`src/rtl/fsw_pkg.sv`:
```
package fsw_pkg;

    typedef enum logic [2:0] {
        ST_IDLE,
        ST_SETTLE,
        ST_CLKSW,
        ST_XPWAIT,
        ST_DLLRST,
        ST_RELOCK,
        ST_DONE
    } fsw_state_e;

    typedef enum logic [1:0] {
        CMD_NOP       = 2'b00,
        CMD_DLL_RESET = 2'b01
    } fsw_cmd_e;

    typedef struct packed {
        logic pd_ok;
        logic sr_ok;
    } fsw_entry_t;

    localparam int unsigned SETTLE_EXTRA = 2;

    function automatic logic entry_allowed(input fsw_entry_t e);
        return e.pd_ok | e.sr_ok;
    endfunction

endpackage

```
`src/rtl/fsw_entry_check.sv`:
```
module fsw_entry_check
    import fsw_pkg::*;
(
    input  logic       banks_precharged,
    input  logic       odt_is_off,
    input  logic       cke_is_low,
    input  logic       in_self_refresh,
    output fsw_entry_t entry
);
    always_comb begin
        entry.pd_ok = banks_precharged & odt_is_off & cke_is_low;
        entry.sr_ok = in_self_refresh;
    end
endmodule

```
`src/rtl/fsw_downcount.sv`:
```
module fsw_downcount #(
    parameter int CW = 9
) (
    input  logic          clk,
    input  logic          rst,
    input  logic          load,
    input  logic [CW-1:0] load_val,
    output logic          zero
);
    logic [CW-1:0] cnt;

    always_ff @(posedge clk) begin
        if (rst)
            cnt <= '0;
        else if (load)
            cnt <= load_val;
        else if (cnt != '0)
            cnt <= cnt - 1'b1;
    end

    assign zero = (cnt == '0);
endmodule

```
`src/rtl/dram_freq_switch.sv`:
```
module dram_freq_switch
    import fsw_pkg::*;
#(
    parameter int TW            = 8,
    parameter int RELOCK_CYCLES = 200
) (
    input  logic          clk,
    input  logic          rst,
    input  logic          start_req,
    input  logic          banks_precharged,
    input  logic          odt_is_off,
    input  logic          cke_is_low,
    input  logic          in_self_refresh,
    input  logic [TW-1:0] t_rp,
    input  logic [TW-1:0] t_aofd,
    input  logic [TW-1:0] t_xp,
    input  logic          clk_stable,
    output logic          freq_req,
    output logic          cke_high,
    output logic          odt_hold,
    output logic [1:0]    cmd_code,
    output logic          ready,
    output logic          reject,
    output logic          busy
);
    localparam int RW = $clog2(RELOCK_CYCLES + 1);
    localparam int CW = (RW > TW + 1) ? RW : TW + 1;

    fsw_state_e    state, nxt;
    fsw_entry_t    entry;
    logic          sr_mode;
    logic          reject_q, reject_n;
    logic          ld;
    logic [CW-1:0] ld_val;
    logic          zero;

    logic [TW-1:0] longer;
    logic [CW-1:0] settle_len, xp_len, relock_len;

    fsw_entry_check u_entry (
        .banks_precharged (banks_precharged),
        .odt_is_off       (odt_is_off),
        .cke_is_low       (cke_is_low),
        .in_self_refresh  (in_self_refresh),
        .entry            (entry)
    );

    fsw_downcount #(.CW(CW)) u_cnt (
        .clk      (clk),
        .rst      (rst),
        .load     (ld),
        .load_val (ld_val),
        .zero     (zero)
    );

    always_comb begin
        longer     = (t_rp > t_aofd) ? t_rp : t_aofd;
        settle_len = CW'(longer) + CW'(SETTLE_EXTRA - 1);
        xp_len     = (t_xp == '0) ? '0 : CW'(t_xp) - 1'b1;
        relock_len = CW'(RELOCK_CYCLES - 1);
    end

    always_comb begin
        nxt      = state;
        ld       = 1'b0;
        ld_val   = '0;
        reject_n = 1'b0;
        case (state)
            ST_IDLE: begin
                if (start_req) begin
                    if (!entry_allowed(entry)) begin
                        reject_n = 1'b1;
                    end else if (entry.sr_ok) begin
                        nxt = ST_CLKSW;
                    end else begin
                        nxt    = ST_SETTLE;
                        ld     = 1'b1;
                        ld_val = settle_len;
                    end
                end
            end
            ST_SETTLE: if (zero) nxt = ST_CLKSW;
            ST_CLKSW: begin
                if (clk_stable) begin
                    if (sr_mode) begin
                        nxt = ST_DONE;
                    end else begin
                        nxt    = ST_XPWAIT;
                        ld     = 1'b1;
                        ld_val = xp_len;
                    end
                end
            end
            ST_XPWAIT: if (zero) nxt = ST_DLLRST;
            ST_DLLRST: begin
                nxt    = ST_RELOCK;
                ld     = 1'b1;
                ld_val = relock_len;
            end
            ST_RELOCK: if (zero) nxt = ST_DONE;
            ST_DONE:   nxt = ST_IDLE;
            default:   nxt = ST_IDLE;
        endcase
    end

    always_ff @(posedge clk) begin
        if (rst) begin
            state    <= ST_IDLE;
            sr_mode  <= 1'b0;
            reject_q <= 1'b0;
        end else begin
            state    <= nxt;
            reject_q <= reject_n;
            if (state == ST_IDLE && start_req)
                sr_mode <= entry.sr_ok;
        end
    end

    assign freq_req = (state == ST_CLKSW);
    assign cke_high = (state == ST_XPWAIT) || (state == ST_DLLRST) || (state == ST_RELOCK);
    assign odt_hold = (state != ST_IDLE);
    assign busy     = (state != ST_IDLE);
    assign cmd_code = (state == ST_DLLRST) ? 2'(CMD_DLL_RESET) : 2'(CMD_NOP);
    assign ready    = (state == ST_DONE);
    assign reject   = reject_q;
endmodule

```
`config.mk`:
```
export PLATFORM = sky130hd
export DESIGN_NAME = dram_freq_switch
export DESIGN_NICKNAME = d
export VERILOG_FILES = /design/src/rtl/fsw_pkg.sv /design/src/rtl/fsw_entry_check.sv /design/src/rtl/fsw_downcount.sv /design/src/rtl/dram_freq_switch.sv
export SDC_FILE = /design/constraint.sdc
export NUM_CORES = 1
export LEC_CHECK = 0
export ABC_CLOCK_PERIOD_IN_PS = 3700
export CAP_MARGIN = 20
export CORE_MARGIN = 1
export CORE_UTILIZATION = 35
export DETAILED_ROUTE_END_ITERATION = 12
export SYNTH_ARGS = -nofsm -noshare
export SYNTH_HDL_FRONTEND = slang
export SYNTH_SLANG_ARGS = --single-unit
```
`constraint.sdc`:
```
create_clock -name clk -period 3.7 [get_ports clk]
set_clock_uncertainty 0.1 [all_clocks]
set_input_delay 0.37 -clock clk [delete_from_list [all_inputs] [get_ports clk]]
set_output_delay 0.37 -clock clk [all_outputs]
set_load 0.005 [all_outputs]
```
==> out/results.tsv <==
stage	metric	value	unit
clocking	clock slew at reported path FFs	0.06	ns
global_route	initial antenna violation count	0	
sta	final setup margin	0.463	ns
sta	setup TNS	0	ns
synth	Commonest cells post-synth	inv_1, nor2_1, dfxtp_1, nand2_1, ha_1	
setup_path	ordered cell list for the critical path	clkdlybuf4s50_1 -> inv_1 -> ha_1 -> nor2b_1 -> o211ai_1 -> a21oi_1 -> o31ai_4 -> nand2_1 -> o21ai_0 -> ha_1 -> and3_1 -> or3b_2 -> mux2i_1 -> a32oi_1 -> nor2_1	
die	Die Ht	68.0	um
synth	mapped cell area	1530	sq um
sta	final setup vio count	0	
clocking	clk buf depth	2	
clocking	Inserted Clock Buffers	3	
setup_path	Top cell by count, worst path	ha_1	
drt	WL/cell	13.2	um
die	CORE AREA	4090	sq um
layout	Final nets	279	
sta	top achievable clock speed	309	MHz
layout	share of layout cells above drive strength 1	8.94	%
power_and_ir_drop	worst vdd ir	0.219	mV
synth	synth unique cells	51	
clocking	CTS tree	done	
synth	Cells after Synth	198	
drt	Vias/cell	5.16	
outcome	outcome	finished, final reports clean	
die	Ports	40	
global_route	total grt overflow	0	
die	# rows	23	
global_route	largest net degree at the start of global routing	14	
die	Chip Width	68.0	um
sta	RSZ-0062 raised after global routing	no	
setup_path	crit path launch	t_aofd[1]	
setup_path	Critical Path Max Stage Delay	0.51	ns
setup_path	WP data required	3.78	ns
synth	Most used DFF post-synth	dfxtp_1	
drt	initial DRC count	81	
synth	Post-synth EDFFs	0	
synth	top cell type's share of synthesized area	18.4	%
global_route	first-pass GRT wire length	6220	um
global_route	vias in the first global route	1379	
placed_design	# port buffers	38	
sta	Slew @ Worst Pin	0.538	ns
hold_path	Hold Path Origin	sr_mode	
die	die area	4630	sq um
setup_path	Worst Path Arrival	3.31	ns
setup_path	CP Launch Type	primary input	
setup_path	Crit. End Element	register	
setup_path	RR Startpoint	state[1]	
setup_path	CP max stage cell	clkdlybuf4s50_1	
clocking	Post-CTS Setup Repair Bufs	0	
sta	period utilisation layout	87.5	%
synth	largest area contributor in the netlist	dfxtp_1	
hold_path	hold crit path type	reg2reg	
clocking	clock root cell	clkbuf_8	
clocking	hold_buf cts	0	
sta	min Tclk post-route	3.24	ns
drt	residual DRC count	0	
placed_design	worst slack, placed	0.210	ns
power_and_ir_drop	Pwr Density	493	nW/um^2
layout	ANT cells	0	
clocking	H-tree depth	1	
synth	Syn Nets	241	
synth	Avg Cell Area, Syn	7.71	sq um
sta	max_slew headroom	63.9	%
clocking	Clock Sinks	14	
sta	final hold vios	0	
setup_path	WS Path Type	in2reg	
synth	Async S/R FF share, synth	0	%
sta	Pins Over Slew Limit	0	
global_route	gr usage total	17.5	%
synth	register area share after synthesis	18.4	%
synth	YS warnings	0	
layout	area grow syn2layout	30.5	%
drt	drt first pass iters	4	
drt	final wirelength	3760	um
drt	Detail Route Antenna Nets	0	
clocking	clk_lat worst skew	0.24	ns
clocking	PostCTS Resize Cnt	0	
drt	via count	1472	
placed_design	gp weighted congestion	0.885	
synth	Synth area leaders	dfxtp_1, ha_1, xnor2_1	
synth	Yosys reg bits	14	
placed_design	DP HPWL	3110	um
power_and_ir_drop	Leak	0.816	nW
setup_path	worst-path maximum fanout	4	
power_and_ir_drop	Pwr Total	0.983	mW
die	initial cell density of the core	37.4	%
flow_run	Max Cap Viol	0	
[through the flow]
step | hold slack (ns) | std cells | utilization, % | instance area [sq um]
6_report | 0.399 | 285 | 48.7 | 1990
5_1_grt | 0.414 | 285 | 48.7 | 1990
4_1_cts | 0.402 | 285 | 48.7 | 1990
3_5_place_dp | 0.393 | 281 | 47.4 | 1940
3_3_place_gp | 0.389 | 281 | 47.4 | 1940
2_1_floorplan | 0.377 | 198 | - | 1530
[sequential cells by signal (all words and copies together), names as in the netlist]
signal,cells
reject,1
state,3
sr_mode,1
u_cnt.cnt,9
[placed cells by master (no fill, tap or decap), types with 4 or more instances in the layout]
cell / n
nor2_1: 15
a211oi_1: 4
nand2_1: 14
dfxtp_1: 14
mux2i_1: 5
ha_1: 11
nor3_1: 7
xnor2_1: 10
and3_1: 6
clkdlybuf4s50_1: 38
nand3_1: 9
clkbuf_8: 4
a21oi_1: 10
o21ai_0: 6
inv_1: 15
o21ai_1: 5
xor2_1: 10
[power by group]
group,internal [mW],switching [mW],total [mW]
logic,0.280,0.301,0.581
clock network,0.0941,0.0549,0.149
registers,0.201,0.0521,0.253
[layer usage]
| layer | GRT usage [%] | up-vias | wire [um] |
|---|---|---|---|
| met3 | 3.17 | 2 | 136 |
| met1 | 25.0 | 654 | 1950 |
| met5 | 0 | - | 0 |
| met4 | 1.56 | 0 | 19 |
| met2 | 27.9 | 37 | 1660 |
| li1 | - | 779 | - |
[critical path, delay by kind of cell]
family,cells,cell delay (ns)
adders and majority gates,2,0.54
and+or+nand+nor,5,0.99
muxes,1,0.15
AOI/OAI and AO/OA,5,0.71
buffers and inverters,2,0.56
[final cells by class]
type / instances / area [sq um]
flip-flops and latches: 14 / 280
repair buffers: 40 / 395
inverters: 15 / 56.3
well taps: 50 / 62.6
multi-input cells: 162 / 1140
fillers: 409 / 2090
clock buffers: 4 / 55.1
[logic make-up after synthesis]
logic type               count (synthesis)  share of synthesized area, %
AO/OA/AOI/OAI                           44                          20.7
buffers and inverters                   22                          6.80
flip-flops                              14                          18.4
adder cells (fa/ha/maj)                 11                          9.02
XOR/XNOR                                20                          11.5
multiplexers                             6                          4.02
AND/OR/NAND/NOR                         80                          29.4
other                                    1                         0.246
[final timing paths]
check,slack (ns),cells after the start,to
worst max-delay path,0.46,15,u_cnt.cnt[8]
worst min-delay path,0.40,2,sr_mode
worst max register to register,1.45,8,u_cnt.cnt[4]
worst min register to register,0.40,2,sr_mode
Note: power is estimated with default switching activity, not from simulation.
